--- src/rtl/i2c_seq_pkg.sv ---
// Shared types for the I2C master transaction sequencer.
// Assumes: the state encoding carries the direction, so one case
// statement serves both write and read sequences.
package i2c_seq_pkg;

    typedef enum logic [3:0] {
        S_IDLE   = 4'd0,
        S_W_STA  = 4'd1,
        S_W_ADDR = 4'd2,
        S_W_DATA = 4'd3,
        S_R_STA  = 4'd4,
        S_R_ADDR = 4'd5,
        S_R_DATA = 4'd6,
        S_DREADY = 4'd7
    } seq_state_e;

endpackage

--- src/rtl/i2c_desc_buf.sv ---
// Descriptor buffer: DEPTH byte entries written through a byte port.
// Entry 0 and entry 1 (address, count) are always visible; one more
// read port serves the data byte the controller wants next.
// Assumes: writes happen while no transaction uses the buffer.
module i2c_desc_buf #(
    parameter int DEPTH = 16,
    localparam int AW = $clog2(DEPTH)
) (
    input  logic          clk,
    input  logic          rst_n,
    input  logic          we,
    input  logic [AW-1:0] waddr,
    input  logic [7:0]    wdata,
    input  logic [AW-1:0] rd_idx,
    output logic [7:0]    hdr_addr,
    output logic [7:0]    hdr_cnt,
    output logic [7:0]    rd_data
);

    logic [7:0] ent [DEPTH];

    for (genvar g = 0; g < DEPTH; g++) begin : g_ent
        logic [7:0] q;
        // Hold one descriptor byte, loaded when its index is written.
        always_ff @(posedge clk) begin
            if (!rst_n)
                q <= 8'h00;
            else if (we && waddr == AW'(g))
                q <= wdata;
        end
        assign ent[g] = q;
    end

    assign hdr_addr = ent[0];
    assign hdr_cnt  = ent[1];
    assign rd_data  = ent[rd_idx];

endmodule

--- src/rtl/i2c_rx_store.sv ---
// Receive buffer: one byte per index, written by the controller as
// bytes arrive, read back asynchronously by the user.
// Assumes: the controller never writes at or beyond DEPTH.
module i2c_rx_store #(
    parameter int DEPTH = 16,
    localparam int AW = $clog2(DEPTH)
) (
    input  logic          clk,
    input  logic          rst_n,
    input  logic          we,
    input  logic [AW-1:0] waddr,
    input  logic [7:0]    wdata,
    input  logic [AW-1:0] raddr,
    output logic [7:0]    rdata
);

    logic [7:0] ent [DEPTH];

    for (genvar g = 0; g < DEPTH; g++) begin : g_ent
        logic [7:0] q;
        // Hold one received byte, loaded when its index is written.
        always_ff @(posedge clk) begin
            if (!rst_n)
                q <= 8'h00;
            else if (we && waddr == AW'(g))
                q <= wdata;
        end
        assign ent[g] = q;
    end

    assign rdata = ent[raddr];

endmodule

--- src/rtl/i2c_seq_ctrl.sv ---
// Sequencer state machine. It walks one write or read transaction per
// accepted command, reacting to one engine event per step.
// Assumes: eng_evt is a single-cycle pulse; the engine samples eng_txd
// and eng_ack_out when it starts the next byte, after the clear pulse.
module i2c_seq_ctrl
    import i2c_seq_pkg::*;
#(
    parameter int DESC_DEPTH = 16,
    parameter int RX_DEPTH   = 16,
    localparam int DAW    = $clog2(DESC_DEPTH),
    localparam int RAW    = $clog2(RX_DEPTH),
    localparam int WR_MAX = DESC_DEPTH - 2,
    localparam int RD_MAX = RX_DEPTH
) (
    input  logic           clk,
    input  logic           rst_n,
    input  logic           cmd_start,
    input  logic           cmd_read,
    input  logic [7:0]     hdr_addr,
    input  logic [7:0]     hdr_cnt,
    input  logic [7:0]     dat_byte,
    output logic [DAW-1:0] dat_idx,
    input  logic           eng_evt,
    input  logic           eng_ack_in,
    input  logic [7:0]     eng_rxd,
    output logic           eng_sta,
    output logic           eng_sto,
    output logic [7:0]     eng_txd,
    output logic           eng_ack_out,
    output logic           eng_evt_clr,
    output logic           rx_we,
    output logic [RAW-1:0] rx_waddr,
    output logic [7:0]     rx_wdata,
    output logic           busy,
    output logic           err,
    output logic           data_ready
);

    seq_state_e state;
    logic [6:0] slv_addr;
    logic [7:0] cnt;
    logic [7:0] pos;
    logic       active;
    logic       accept;
    logic       bad_cnt;
    logic [7:0] pos_inc;

    // Decode whether a transaction is running and a command is taken.
    always_comb begin
        active  = (state != S_IDLE) && (state != S_DREADY);
        accept  = cmd_start && !active;
        pos_inc = pos + 8'd1;
        if (hdr_cnt == 8'd0)
            bad_cnt = 1'b1;
        else if (cmd_read)
            bad_cnt = int'(hdr_cnt) > RD_MAX;
        else
            bad_cnt = int'(hdr_cnt) > WR_MAX;
    end

    // Point the descriptor read port at the byte to load next.
    always_comb begin
        if (state == S_W_ADDR)
            dat_idx = DAW'(8'd2);
        else
            dat_idx = DAW'(pos + 8'd3);
    end

    // Store each received byte at the running count.
    always_comb begin
        rx_we    = eng_evt && (state == S_R_DATA);
        rx_waddr = RAW'(pos);
        rx_wdata = eng_rxd;
    end

    // Advance the transaction one step per engine event.
    always_ff @(posedge clk) begin
        if (!rst_n) begin
            state       <= S_IDLE;
            slv_addr    <= 7'd0;
            cnt         <= 8'd0;
            pos         <= 8'd0;
            eng_sta     <= 1'b0;
            eng_sto     <= 1'b0;
            eng_txd     <= 8'h00;
            eng_ack_out <= 1'b0;
            eng_evt_clr <= 1'b0;
            err         <= 1'b0;
        end else begin
            eng_sto     <= 1'b0;
            eng_evt_clr <= 1'b0;
            if (accept) begin
                if (bad_cnt) begin
                    err   <= 1'b1;
                    state <= S_IDLE;
                end else begin
                    err      <= 1'b0;
                    cnt      <= hdr_cnt;
                    slv_addr <= hdr_addr[6:0];
                    pos      <= 8'd0;
                    eng_sta  <= 1'b1;
                    state    <= cmd_read ? S_R_STA : S_W_STA;
                end
            end else if (eng_evt && active) begin
                eng_evt_clr <= 1'b1;
                unique case (state)
                    S_W_STA, S_R_STA: begin
                        eng_sta <= 1'b0;
                        eng_txd <= {slv_addr, state == S_R_STA};
                        state   <= (state == S_R_STA) ? S_R_ADDR : S_W_ADDR;
                    end
                    S_W_ADDR: begin
                        if (!eng_ack_in) begin
                            eng_sto <= 1'b1;
                            err     <= 1'b1;
                            state   <= S_IDLE;
                        end else begin
                            eng_txd <= dat_byte;
                            pos     <= 8'd0;
                            state   <= S_W_DATA;
                        end
                    end
                    S_W_DATA: begin
                        if (!eng_ack_in) begin
                            eng_sto <= 1'b1;
                            err     <= 1'b1;
                            state   <= S_IDLE;
                        end else if (pos_inc == cnt) begin
                            eng_sto <= 1'b1;
                            state   <= S_IDLE;
                        end else begin
                            eng_txd <= dat_byte;
                            pos     <= pos_inc;
                        end
                    end
                    S_R_ADDR: begin
                        if (!eng_ack_in) begin
                            eng_sto <= 1'b1;
                            err     <= 1'b1;
                            state   <= S_IDLE;
                        end else begin
                            eng_ack_out <= (cnt != 8'd1);
                            pos         <= 8'd0;
                            state       <= S_R_DATA;
                        end
                    end
                    S_R_DATA: begin
                        pos <= pos_inc;
                        if (pos_inc == cnt) begin
                            eng_sto <= 1'b1;
                            state   <= S_DREADY;
                        end else begin
                            eng_ack_out <= (pos + 8'd2 != cnt);
                        end
                    end
                    default: state <= S_IDLE;
                endcase
            end
        end
    end

    assign busy       = active;
    assign data_ready = (state == S_DREADY);

    // start and stop requests are never raised together.
    p_sta_sto_excl_r2: assert property (@(posedge clk) disable iff (!rst_n)
        !(eng_sta && eng_sto));

    // the start-done event drops the start request and enters an address state.
    p_sta_drop_r2: assert property (@(posedge clk) disable iff (!rst_n)
        (eng_evt && (state == S_W_STA || state == S_R_STA)) |=>
        (!eng_sta && (state == S_W_ADDR || state == S_R_ADDR)));

    // an event taken while running is cleared in the next cycle.
    p_clr_after_evt_r8: assert property (@(posedge clk) disable iff (!rst_n)
        (eng_evt && active) |=> eng_evt_clr);

    // an event while not running is not acknowledged.
    p_no_clr_idle_r8: assert property (@(posedge clk) disable iff (!rst_n)
        (eng_evt && !active && !accept) |=> (!eng_evt_clr && $stable(state)));

    // a stop request always coincides with having left the running states.
    p_stop_ends_busy_r3: assert property (@(posedge clk) disable iff (!rst_n)
        eng_sto |-> !active);

    // received bytes land only inside the requested count.
    p_rx_bound_r7: assert property (@(posedge clk) disable iff (!rst_n)
        rx_we |-> (pos < cnt));

    // a command while running leaves the running count untouched.
    p_cmd_busy_ignored_r9: assert property (@(posedge clk) disable iff (!rst_n)
        (cmd_start && active) |=> $stable(cnt));

endmodule

--- src/rtl/i2c_txn_seq.sv ---
// Top of the I2C master transaction sequencer: the descriptor buffer,
// the receive buffer and the controlling state machine.
// Assumes: a byte-level engine on the eng_* pins that handles all bit
// timing and reports each finished step with a one-cycle pulse.
module i2c_txn_seq #(
    parameter int DESC_DEPTH = 16,
    parameter int RX_DEPTH   = 16,
    localparam int DAW = $clog2(DESC_DEPTH),
    localparam int RAW = $clog2(RX_DEPTH)
) (
    input  logic           clk,
    input  logic           rst_n,
    input  logic           cfg_we,
    input  logic [DAW-1:0] cfg_addr,
    input  logic [7:0]     cfg_wdata,
    input  logic           cmd_start,
    input  logic           cmd_read,
    output logic           busy,
    output logic           err,
    output logic           data_ready,
    input  logic [RAW-1:0] rx_raddr,
    output logic [7:0]     rx_rdata,
    output logic           eng_sta,
    output logic           eng_sto,
    output logic [7:0]     eng_txd,
    output logic           eng_ack_out,
    input  logic           eng_evt,
    input  logic           eng_ack_in,
    input  logic [7:0]     eng_rxd,
    output logic           eng_evt_clr
);

    logic [7:0]     hdr_addr;
    logic [7:0]     hdr_cnt;
    logic [7:0]     dat_byte;
    logic [DAW-1:0] dat_idx;
    logic           rx_we;
    logic [RAW-1:0] rx_waddr;
    logic [7:0]     rx_wdata;

    i2c_desc_buf #(.DEPTH(DESC_DEPTH)) u_desc (
        .clk      (clk),
        .rst_n    (rst_n),
        .we       (cfg_we),
        .waddr    (cfg_addr),
        .wdata    (cfg_wdata),
        .rd_idx   (dat_idx),
        .hdr_addr (hdr_addr),
        .hdr_cnt  (hdr_cnt),
        .rd_data  (dat_byte)
    );

    i2c_rx_store #(.DEPTH(RX_DEPTH)) u_rx (
        .clk   (clk),
        .rst_n (rst_n),
        .we    (rx_we),
        .waddr (rx_waddr),
        .wdata (rx_wdata),
        .raddr (rx_raddr),
        .rdata (rx_rdata)
    );

    i2c_seq_ctrl #(.DESC_DEPTH(DESC_DEPTH), .RX_DEPTH(RX_DEPTH)) u_ctrl (
        .clk         (clk),
        .rst_n       (rst_n),
        .cmd_start   (cmd_start),
        .cmd_read    (cmd_read),
        .hdr_addr    (hdr_addr),
        .hdr_cnt     (hdr_cnt),
        .dat_byte    (dat_byte),
        .dat_idx     (dat_idx),
        .eng_evt     (eng_evt),
        .eng_ack_in  (eng_ack_in),
        .eng_rxd     (eng_rxd),
        .eng_sta     (eng_sta),
        .eng_sto     (eng_sto),
        .eng_txd     (eng_txd),
        .eng_ack_out (eng_ack_out),
        .eng_evt_clr (eng_evt_clr),
        .rx_we       (rx_we),
        .rx_waddr    (rx_waddr),
        .rx_wdata    (rx_wdata),
        .busy        (busy),
        .err         (err),
        .data_ready  (data_ready)
    );

endmodule

--- config.mk ---
export PLATFORM = sky130hd
export DESIGN_NAME = i2c_txn_seq
export DESIGN_NICKNAME = d
export VERILOG_FILES = /design/src/rtl/i2c_seq_pkg.sv /design/src/rtl/i2c_desc_buf.sv /design/src/rtl/i2c_rx_store.sv /design/src/rtl/i2c_seq_ctrl.sv /design/src/rtl/i2c_txn_seq.sv
export SDC_FILE = /design/constraint.sdc
export NUM_CORES = 1
export LEC_CHECK = 0
export ABC_AREA = 1
export BUFFER_PORTS_ARGS = -buffer_cell sky130_fd_sc_hd__buf_2
export CAP_MARGIN = 20
export CORE_ASPECT_RATIO = 0.6
export CORE_MARGIN = 2
export CORE_UTILIZATION = 56
export CTS_CLUSTER_SIZE = 12
export DETAILED_ROUTE_END_ITERATION = 8
export HOLD_SLACK_MARGIN = 0.15
export PLACE_DENSITY = 0.74
export SLEW_MARGIN = 20
export SYNTH_ARGS = -nofsm -noshare
export SYNTH_HDL_FRONTEND = slang
export SYNTH_HIERARCHICAL = 1
export SYNTH_SLANG_ARGS = --single-unit
--- constraint.sdc ---
create_clock -name clk -period 2.1 [get_ports clk]
set_clock_uncertainty 0.15 [all_clocks]
set_input_delay 0.21 -clock clk [delete_from_list [all_inputs] [get_ports clk]]
set_output_delay 0.21 -clock clk [all_outputs]
set_load 0.02 [all_outputs]
==> flow_summary.json, run 1 <==
{
  "switching_share_pct": 34.8,
  "cellLeakagePower_nw": 6.99,
  "timing.critical_path.fanout_max": 8,
  "detail_route.iter0.violations": 1680,
  "most_used_dff_post_synth": "sky130_fd_sc_hd__dfxtp_1",
  "yosysWarnings": 6,
  "post-place-ws_ps": -273,
  "max_cap_violations": 0,
  "cts.clk_slew.worst_paths_ps": 70,
  "netSwitchingPower_mw": 5.78,
  "synth_top_area_cell": "sky130_fd_sc_hd__dfxtp_1",
  "synth_area_um2": 14400,
  "cts_made_buffers": 29,
  "worst-endpoint-arrival_ps": 2530,
  "post-route-worst-setup-slack_ps": -154,
  "violations": "setup timing",
  "synthesis.area_per_instance_um2": 6.81,
  "layout_cells_sized_above_1_pct": 17.5,
  "clock_latency_ps": 570,
  "port_buffers": 53,
  "numClockSinks": 295,
  "fp.dieH_um": 128,
  "finalWeightedCongestion": 0.998,
  "drv_slew": 0,
  "run_status": "finished with violations",
  "timing.critical_path.to_type": "flip-flop",
  "core_area_um2": 25300,
  "clockRootBuffer": "sky130_fd_sc_hd__clkbuf_16",
  "sequentialPowerShare_pct": 35.4,
  "routed_wire_length_per_instance_um": 17.4,
  "largest_net_degree_at_the_start_of_global_routing": 81,
  "final.min_clock_period_ps": 2250,
  "slew_headroom_pct": 61.3,
  "first_global_vias": 12600,
  "crit_path_start_kind": "flip-flop",
  "number_of_enable_type_register_cells_in_the_synthesized_netlist": 0,
  "final.setup.tns_ps": -1560,
  "synth_async_sr_flop_share_pct": 0,
  "finalWirelength_um": 44100,
  "seq_area_frac_synth_pct": 40.9,
  "int_power_mw": 10.8,
  "synth_to_layout_area_growth_pct": 19.0,
  "grt_pass1_wl_um": 68700,
  "grt.total_usage_pct": 32.0,
  "power_per_cell_area_nw_per_um2": 967,
  "io_pins": 54,
  "post_route_fraction_of_the_period_consumed_by_the_critical_path_pct": 107,
  "dieWidth_um": 211,
  "worst-endpoint-required_ps": 2370,
  "pwr-share-comb_pct": 35.8,
  "ant_nets": 0,
  "fp-row-count": 45,
  "initial_core_util_pct": 57.1,
  "layout.cells.non_filler": 2541,
  "dp.final_hpwl_um": 29900,
  "synth_area_leaders": "sky130_fd_sc_hd__dfxtp_1 (41%), sky130_fd_sc_hd__o21ai_0 (11%), sky130_fd_sc_hd__nand2_1 (10%), sky130_fd_sc_hd__a21oi_1 (8.8%), sky130_fd_sc_hd__nand3_1 (7.8%)",
  "synth_cells": 2120,
  "global_route.overflow_total": 0,
  "ys_seq_elements": 295,
  "detailroute.via_count": 14400,
  "cts_tree": "yes",
  "power_frac_clock_pct": 28.8,
  "fmax_mhz": 444,
  "layout.filler_cells": 2161,
  "dieArea_um2": 27100,
  "remaining_drc_errors": 0,
  "yosysUniqueCellTypes": 39,
  "worst_margin_slew_ps": 579,
  "count_leader_synth": "sky130_fd_sc_hd__nand2_1",
  "worst-setup-path-type": "flip-flop to flip-flop",
  "postSynthNetCount": 2155,
  "drt_first_pass_iters": 6,
  "synth_top_area_share_pct": 40.9,
  "hold_viol": 0,
  "detail_route.vias_per_cell": 5.65,
  "nets": 2237,
  "clock_tree.buffer_depth": 3,
  "cell_count_after_placement": 2445,
  "cts_htree_levels": 1,
  "final-setup-viol-count": 20,
  "grt_setup_unrepaired": "true",
  "path_category_of_the_worst_min_delay_check": "flip-flop to flip-flop",
  "finalHoldWorstSlack_ps": 298,
  "irDropWorstVdd_v": 0.000752,
  "number_of_antenna_violations_at_the_first_check_in_global_routing": 1,
  "synth_common_cells": "sky130_fd_sc_hd__nand2_1 (387), sky130_fd_sc_hd__o21ai_0 (309), sky130_fd_sc_hd__dfxtp_1 (295), sky130_fd_sc_hd__inv_1 (289), sky130_fd_sc_hd__a21oi_1 (255)",
  "postLayoutCoreUtil_pct": 67.9
}
==> flip-flops by register name, indices dropped and copies added (netlist names) <==
name	flops
u_ctrl/eng_ack_out	1
u_ctrl/eng_sta	1
u_ctrl/cnt	8
u_desc/hdr_cnt	8
u_desc/g_ent.q	112
u_ctrl/err	1
u_ctrl/slv_addr	7
u_ctrl/eng_evt_clr	1
u_ctrl/eng_txd	8
u_rx/g_ent.q	128
u_desc/hdr_addr	8
u_ctrl/pos	8
u_ctrl/eng_sto	1
u_ctrl/state	3
==> final timing paths <==
check             cells after the start                               to  slack, ps                             from
setup / recovery                     12   u_ctrl/eng_txd[1]$_SDFFE_PN0P_       -150       u_ctrl/pos[0]$_SDFFE_PN0P_
hold / removal                        2  u_rx/g_ent[6].q[3]$_SDFFE_PN0P_        300  u_rx/g_ent[6].q[3]$_SDFFE_PN0P_
setup reg to reg                     12   u_ctrl/eng_txd[1]$_SDFFE_PN0P_       -150       u_ctrl/pos[0]$_SDFFE_PN0P_
hold reg to reg                       2  u_rx/g_ent[6].q[3]$_SDFFE_PN0P_        300  u_rx/g_ent[6].q[3]$_SDFFE_PN0P_
==> power by group through the flow <==
stage | clock network [mW] | logic [mW] | registers (mW)
final | 4.78 | 5.94 | 5.87
after detailed placement | 0 | 4.54 | 5.96
after global placement | 0 | 4.52 | 5.96
after CTS | 4.84 | 5.32 | 5.86
after global routing | 5.08 | 6.41 | 5.88
after floorplan | 0 | 3.02 | 5.97
==> metrics by stage <==
stage / total power [mW] / instance area (um^2)
CTS: 16.0 / 16700
detailed placement: 10.5 / 15100
finish: 16.6 / 17200
floorplan: 8.99 / 14400
global route: 17.4 / 17200
global placement: 10.5 / 15100
==> repair_timing <==
item	CTS	global route
endpoints found under the setup margin	20	164
hold buffers	28	2
buffers inserted	11	12
cloned	1	1
hold endpoints to repair	290	13
pin swaps	42	39
gates resized for setup	96	97
==> routing by layer <==
layer / wire length, um / vias up / GRT usage (%)
met3: 5790 / 48 / 9.28
met4: 493 / 2 / 4.64
met2: 16900 / 714 / 42.5
li1: - / 6976 / -
met5: 13 / - / 0
met1: 20900 / 6628 / 51.0
==> area by class of cell <==
type / instances / area (um^2) / share of cell area (%)
multi-input cells: 1377 / 7140 / 41.6
flip-flops and latches: 295 / 5920 / 34.5
repair buffers: 199 / 1740 / 10.1
inverters: 300 / 1140 / 6.64
clock buffers: 38 / 810 / 4.71
well taps: 329 / 412 / 2.40
clock inverters: 2 / 13.8 / 0.0801
diodes: 1 / 2.50 / 0.0146
==> kinds of logic (layout without fill, tap and decap cells) <==
family                   Yosys count  count (layout)  share of synthesized area, %
AND/OR/NAND/NOR                  778             779                          23.5
adder cells (fa/ha/maj)            4               4                         0.347
multiplexers                       7               7                         0.546
buffers and inverters            449             539                          13.7
AO/OA/AOI/OAI                    581             581                          20.6
XOR/XNOR                           6               6                         0.364
other                              0               1                             0
flip-flops                       295             295                          40.9
==> worst max-delay path, stage by stage (launching register included) <==
cell and delay, ps:
sky130_fd_sc_hd__dfxtp_4 400, sky130_fd_sc_hd__inv_4 50, sky130_fd_sc_hd__ha_4 150, sky130_fd_sc_hd__xor2_1 140
sky130_fd_sc_hd__nor2_2 170, sky130_fd_sc_hd__buf_6 200, sky130_fd_sc_hd__buf_12 130, sky130_fd_sc_hd__nand3_2 140
sky130_fd_sc_hd__nand3_2 110, sky130_fd_sc_hd__nand2_1 50, sky130_fd_sc_hd__mux2_4 260, sky130_fd_sc_hd__nand3_2 80
sky130_fd_sc_hd__a21oi_1 60
==> placed cells by master (no fill, tap or decap), types with 11 or more instances in the layout <==
cell	netlist	routed
sky130_fd_sc_hd__nor2_2	13	15
sky130_fd_sc_hd__o21ai_0	309	281
sky130_fd_sc_hd__buf_4	26	82
sky130_fd_sc_hd__nor2_1	116	108
sky130_fd_sc_hd__inv_2	9	11
sky130_fd_sc_hd__buf_6	18	15
sky130_fd_sc_hd__buf_12	0	16
sky130_fd_sc_hd__nand3_1	225	178
sky130_fd_sc_hd__buf_2	43	52
sky130_fd_sc_hd__a21oi_1	255	249
sky130_fd_sc_hd__o21ai_1	3	23
sky130_fd_sc_hd__nand2_1	387	360
sky130_fd_sc_hd__nand2_4	5	11
sky130_fd_sc_hd__nand3_2	2	46
sky130_fd_sc_hd__nor2_4	7	13
sky130_fd_sc_hd__nand2_2	15	35
sky130_fd_sc_hd__clkbuf_16	0	29
sky130_fd_sc_hd__dfxtp_1	295	289
sky130_fd_sc_hd__inv_1	289	283
sky130_fd_sc_hd__dlygate4sd3_1	0	30
Note: power is estimated with default switching activity, not from simulation.
==> run 2, diff against run 1 <==
- ABC_AREA: 1 -> default
- CORE_UTILIZATION: 56 -> 57
- PLACE_DENSITY: 0.74 -> 0.75
- RECOVER_POWER: default -> 100
- REMOVE_ABC_BUFFERS: default -> 1
==> run 2 against run 1 <==
  * Critical path type unchanged
  * Worst setup slack got worse by 120 ps
  * Highest routed layer unchanged
  * Critical endpoint is now u_ctrl/eng_txd[5]$_SDFFE_PN0P_
  * Largest power group is now sequential cells
  * Maximum frequency decreased by 5.0%
  * Largest cell class unchanged
  * The run still ends with setup timing left
  * Flip-flop and latch count unchanged
==> flow_summary.json, run 2 <==
{
  "run_status": "finished with violations",
  "crit_path_start_kind": "flip-flop",
  "most_used_dff_post_synth": "sky130_fd_sc_hd__dfxtp_1",
  "clockRootBuffer": "sky130_fd_sc_hd__clkbuf_16",
  "remaining_drc_errors": 0,
  "numClockSinks": 295,
  "timing.critical_path.to_type": "flip-flop",
  "drt_first_pass_iters": 6,
  "global_route.overflow_total": 0,
  "grt.total_usage_pct": 32.4,
  "synth_area_um2": 15200,
  "cts_made_buffers": 29,
  "largest_net_degree_at_the_start_of_global_routing": 89,
  "timing.critical_path.mode_cell": "sky130_fd_sc_hd__nor2_4",
  "max_flop_register": "u_rx/g_ent.q",
  "cellLeakagePower_nw": 6.23,
  "dieWidth_um": 215,
  "post_route_fraction_of_the_period_consumed_by_the_critical_path_pct": 113,
  "path_category_of_the_worst_min_delay_check": "input port to flip-flop",
  "grt_pass1_wl_um": 72800,
  "first_global_vias": 12900,
  "yosysUniqueCellTypes": 66,
  "max_cap_violations": 0,
  "power_per_cell_area_nw_per_um2": 611,
  "final-setup-viol-count": 112,
  "synth_top_area_share_pct": 38.8,
  "hold_viol": 0,
  "detailroute.via_count": 14400,
  "finalWirelength_um": 49900,
  "number_of_antenna_violations_at_the_first_check_in_global_routing": 1,
  "violations": "setup timing",
  "top_regs": "u_rx/g_ent.q: 128 flops, u_desc/g_ent.q: 112 flops",
  "cts_tree": "yes",
  "yosysWarnings": 6,
  "timing.critical_path.cells": "nand2b_4 -> nor2_4 -> nor2_4 -> buf_6 -> buf_12 -> mux4_2 -> a22oi_2 -> nand2_1 -> mux2i_1 -> a311oi_1",
  "detail_route.iter0.violations": 2314,
  "layout_common_cells": "sky130_fd_sc_hd__dfxtp_1 (280), sky130_fd_sc_hd__nand3_1 (229), sky130_fd_sc_hd__o21ai_0 (219)",
  "finalHoldWorstSlack_ps": 191,
  "multi_input_gate_area_in_the_final_layout_um2": 8940,
  "count_leader_synth": "sky130_fd_sc_hd__dfxtp_1",
  "fin_total_pwr_mw": 11.3,
  "drv_slew": 0,
  "synth_async_sr_flop_share_pct": 0,
  "nets": 1765,
  "critical-path-slowest-cell": "sky130_fd_sc_hd__mux4_2",
  "layout_cells_sized_above_1_pct": 26.7,
  "final.min_clock_period_ps": 2370,
  "routed_wire_length_per_instance_um": 23.8,
  "port_buffers": 53,
  "finalWeightedCongestion": 0.909,
  "seq_area_frac_synth_pct": 38.8,
  "grt_setup_unrepaired": "true",
  "clock_latency_ps": 570,
  "sequential_cell_area_um2": 5930,
  "worst-endpoint-required_ps": 2380,
  "worst_margin_slew_ps": 1290,
  "post-route-worst-setup-slack_ps": -272,
  "fp.dieH_um": 131,
  "irDropWorstVdd_v": 0.000559,
  "slew_headroom_pct": 13.8,
  "dieArea_um2": 28100,
  "fmax_mhz": 422,
  "layout.filler_cells": 2000,
  "synth_to_layout_area_growth_pct": 21.0,
  "synth_top_area_cell": "sky130_fd_sc_hd__dfxtp_1",
  "dp.final_hpwl_um": 27600,
  "clock_tree.buffer_depth": 3,
  "number_of_enable_type_register_cells_in_the_synthesized_netlist": 0,
  "leading_cell_type_in_the_layout_fill_and_taps_excluded": "sky130_fd_sc_hd__dfxtp_1",
  "core_area_um2": 26400,
  "timing.critical_path.fanout_max": 8,
  "worst-setup-path-type": "flip-flop to flip-flop",
  "synth_cells": 1693,
  "number_of_flip_flops_in_the_largest_register": 128,
  "slowest_delay_ps": 550,
  "fp-row-count": 46,
  "initial_core_util_pct": 57.8,
  "synth_area_leaders": "sky130_fd_sc_hd__dfxtp_1 (39%), sky130_fd_sc_hd__a21boi_1 (13%), sky130_fd_sc_hd__nand3_1 (8.7%), sky130_fd_sc_hd__o21ai_0 (8.3%), sky130_fd_sc_hd__mux4_2 (8.3%)",
  "cts.clk_slew.worst_paths_ps": 70,
  "cts_htree_levels": 1,
  "detail_route.vias_per_cell": 6.86,
  "postLayoutCoreUtil_pct": 70.0,
  "worst-endpoint-arrival_ps": 2650,
  "final.setup.tns_ps": -12450,
  "ys_seq_elements": 295,
  "io_pins": 54,
  "ant_nets": 0,
  "synthesis.area_per_instance_um2": 9.00,
  "synth_common_cells": "sky130_fd_sc_hd__dfxtp_1 (295), sky130_fd_sc_hd__nand3_1 (264), sky130_fd_sc_hd__a21boi_1 (256), sky130_fd_sc_hd__o21ai_0 (253), sky130_fd_sc_hd__clkbuf_1 (127)"
}
## run 2: worst max-delay path: cells and delay by family, from the launching register on
kind            cells  cell delay (ps)
compound gates      2              310
buf+inv             2              290
flops               1              340
mux                 2              700
simple gates        4              430
## run 2: routing by layer
metal / vias up / routed length (um) / global-route usage, %
li1: 6293 / - / -
met1: 6991 / 21700 / 51.0
met2: 1008 / 20500 / 45.2
met3: 95 / 6840 / 6.02
met4: 2 / 852 / 7.83
met5: - / 13 / 0
## run 2: timing repair
item,CTS,global route
pin swaps,30,74
cloned,4,10
hold endpoints to repair,269,0
hold buffers,21,0
endpoints found under the setup margin,69,128
setup buffers,12,13
resized for setup,91,171
## run 2: cell families (layout without fill, tap and decap cells)
logic type / count (synthesis) / in the layout / share of synthesized area, %
simple gates: 431 / 431 / 15.1
fa+ha+maj: 4 / 4 / 0.328
other cells: 0 / 1 / 0
compound gates: 621 / 621 / 26.1
mux: 85 / 85 / 11.0
buf+inv: 237 / 282 / 7.50
xor+xnor: 20 / 20 / 1.15
flops: 295 / 295 / 38.8
## run 2: path summary, 6_finish.rpt
path | slack [ps] | depth (start not counted) | to | start
max reg2reg | -270 | 10 | u_ctrl/eng_txd[5]$_SDFFE_PN0P_ | u_ctrl/state[2]$_SDFFE_PN0P_
max | -270 | 10 | u_ctrl/eng_txd[5]$_SDFFE_PN0P_ | u_ctrl/state[2]$_SDFFE_PN0P_
min | 190 | 5 | u_desc/hdr_cnt[4]$_SDFFE_PN0P_ | cfg_addr[2]
min reg2reg | 310 | 2 | u_rx/g_ent[2].q[2]$_SDFFE_PN0P_ | u_rx/g_ent[2].q[2]$_SDFFE_PN0P_
## run 2: layout make-up
class                   count  area share, %
inverters                   7          0.156
well taps                 360           2.44
repair buffers            236           12.4
flip-flops and latches    295           32.2
multi-input cells        1161           48.5
clock buffers              36           4.13
diodes                      1         0.0136
clock inverters             3          0.183
## run 2: where the power goes
group	internal [mW]	total [mW]	switching, mW
combinational	0.310	0.882	0.572
clock	2.53	4.74	2.21
sequential	5.63	5.65	0.0224
total	8.47	11.3	2.80
## run 2: through the flow
| step | cells | setup slack, ps | area [um^2] |
|---|---|---|---|
| 6_report | 2099 | -272 | 18400 |
| 5_1_grt | 2098 | -344 | 18400 |
| 4_1_cts | 2078 | -217 | 17600 |
| 3_5_place_dp | 2002 | -513 | 16100 |
| 3_3_place_gp | 2002 | -361 | 16100 |
| 2_1_floorplan | 1463 | -2560 | 14100 |
==> run 3, diff against run 2 <==
- REMOVE_ABC_BUFFERS: 1 -> default
==> run 3 against run 2 <==
  * The run still ends with setup timing left
  * Combinational power down 2%
  * Total power down 0.27%
  * Sequential power about the same
  * Design area down 1.8%
  * Wire length down 1.1%
  * Clock power about the same
  * Utilization down 1.2 points
  * Clock-buffer cell count up 1
  * Critical path depth unchanged
  * Global-route usage up 0.65 points
  * Die area unchanged
  * Via count up 0.43%
  * Critical path type unchanged
  * Critical endpoint is now u_ctrl/eng_txd[0]$_SDFFE_PN0P_
  * Largest cell class unchanged
==> flow_summary.json, run 3 (synthesis results as in run 2) <==
{
  "cts_htree_levels": 1,
  "dp.final_hpwl_um": 27900,
  "number_of_flip_flops_in_the_largest_register": 128,
  "dieArea_um2": 28100,
  "irDropWorstVdd_v": 0.000618,
  "crit_path_start_kind": "flip-flop",
  "synth_to_layout_area_growth_pct": 18.9,
  "fmax_mhz": 413,
  "final.setup.tns_ps": -8430,
  "remaining_drc_errors": 0,
  "finalWirelength_um": 49400,
  "max_flop_register": "u_rx/g_ent.q",
  "timing.critical_path.fanout_max": 4,
  "reg2regPathDepth": 10,
  "drt_first_pass_iters": 5,
  "fp.dieH_um": 131,
  "hold_viol": 0,
  "worst_margin_slew_ps": 1140,
  "io_pins": 54,
  "cts_tree": "yes",
  "cell_count_after_placement": 2000,
  "port_buffers": 53,
  "dieWidth_um": 215,
  "worst-endpoint-arrival_ps": 2720,
  "ant_nets": 0,
  "core_area_um2": 26400,
  "fin_total_pwr_mw": 11.2,
  "worst-endpoint-required_ps": 2390,
  "detailroute.via_count": 14500,
  "largest_net_degree_at_the_start_of_global_routing": 183,
  "number_of_antenna_violations_at_the_first_check_in_global_routing": 1,
  "postLayoutCoreUtil_pct": 68.7,
  "grt_pass1_wl_um": 74200,
  "n_diodes": 0,
  "cts_made_buffers": 29,
  "finalWeightedCongestion": 0.898,
  "cts.clk_slew.worst_paths_ps": 70,
  "run_status": "finished with violations",
  "detail_route.iter0.violations": 2237,
  "leading_cell_type_in_the_layout_fill_and_taps_excluded": "sky130_fd_sc_hd__dfxtp_1",
  "final.min_clock_period_ps": 2420,
  "top_regs": "u_rx/g_ent.q: 128 flops, u_desc/g_ent.q: 112 flops",
  "clock_latency_ps": 580,
  "timing.critical_path.to_type": "flip-flop",
  "postSynthNetCount": 1728,
  "layout_common_cells": "sky130_fd_sc_hd__dfxtp_1 (284), sky130_fd_sc_hd__nand3_1 (260), sky130_fd_sc_hd__o21ai_0 (238)",
  "violations": "setup timing",
  "layout.cells.non_filler": 2108,
  "post_route_fraction_of_the_period_consumed_by_the_critical_path_pct": 115,
  "final-setup-viol-count": 68,
  "reg2reg_setup_slack_ps": -320,
  "max_cap_violations": 0,
  "routed_wire_length_per_instance_um": 23.4,
  "slew_headroom_pct": 23.5,
  "post-route-worst-setup-slack_ps": -323,
  "detail_route.vias_per_cell": 6.86,
  "cellLeakagePower_nw": 6.21,
  "post-place-ws_ps": -488,
  "grt.total_usage_pct": 33.0,
  "layout_cells_sized_above_1_pct": 23.8,
  "first_global_vias": 12800,
  "fp-row-count": 46,
  "numClockSinks": 295,
  "grt_setup_unrepaired": "true",
  "clockRootBuffer": "sky130_fd_sc_hd__clkbuf_16",
  "power_per_cell_area_nw_per_um2": 620,
  "initial_core_util_pct": 57.8,
  "global_route.overflow_total": 0,
  "whs_path_depth": 5,
  "path_category_of_the_worst_min_delay_check": "input port to flip-flop",
  "clock_tree.buffer_depth": 3,
  "worst-setup-path-type": "flip-flop to flip-flop",
  "drv_slew": 0,
  "nets": 1774
}
==> run 3: what timing repair did <==
item,in CTS,in global routing
gates cloned,5,5
endpoints found under the setup margin,166,166
hold buffers,22,0
endpoints found under the hold margin,295,0
pin swaps,39,22
setup buffers,23,15
gates resized for setup,76,65
==> run 3: critical path: stages (launching register included) <==
cell and delay, ps:
sky130_fd_sc_hd__dfxtp_2 340, sky130_fd_sc_hd__nand2b_4 140, sky130_fd_sc_hd__buf_6 110, sky130_fd_sc_hd__nor2_4 40, sky130_fd_sc_hd__nor2_4 180, sky130_fd_sc_hd__buf_6 170, sky130_fd_sc_hd__mux4_1 610, sky130_fd_sc_hd__a22oi_1 250
sky130_fd_sc_hd__nand2_1 90, sky130_fd_sc_hd__a21oi_1 130, sky130_fd_sc_hd__a311oi_1 90
==> run 3: path summary, 6_finish.rpt <==
path | from | to
setup / recovery | u_ctrl/state[2]$_SDFFE_PN0P_ | u_ctrl/eng_txd[0]$_SDFFE_PN0P_
hold / removal | cfg_addr[0] | u_desc/g_ent[12].q[4]$_SDFFE_PN0P_
setup reg to reg | u_ctrl/state[2]$_SDFFE_PN0P_ | u_ctrl/eng_txd[0]$_SDFFE_PN0P_
hold reg to reg | u_rx/g_ent[2].q[7]$_SDFFE_PN0P_ | u_rx/g_ent[2].q[7]$_SDFFE_PN0P_
==> run 3: per-stage QoR <==
stage,hold WS (ps),cell area (um^2)
6_report,209,18100
5_1_grt,229,18100
4_1_cts,172,17700
3_5_place_dp,313,16200
3_3_place_gp,305,16200
2_1_floorplan,270,15400
==> run 3: area by class of cell <==
class,count,area (um^2)
clock inverter,3,21.3
fill,2030,8240
multi-input combinational,1164,8680
inverter,7,31.3
tap,360,450
clock buffer,37,766
timing repair buffer,242,2250
sequential,295,5930
==> run 3: power breakdown <==
group          internal (mW)  switching [mW]  leakage, nW
Sequential              5.63          0.0297         2.38
Clock                   2.52            2.20        0.381
Combinational          0.315           0.551         3.45
Total                   8.46            2.78         6.21
==> run 3: routing by layer <==
| metal | vias up | track usage [%] | part of all wire [%] |
|---|---|---|---|
| met2 | 1045 | 47.9 | 43 |
| met3 | 99 | 7.15 | 14 |
| li1 | 6289 | - | - |
| met4 | 0 | 6.77 | 1.8 |
| met1 | 7018 | 50.5 | 42 |
| met5 | - | 0 | 0 |
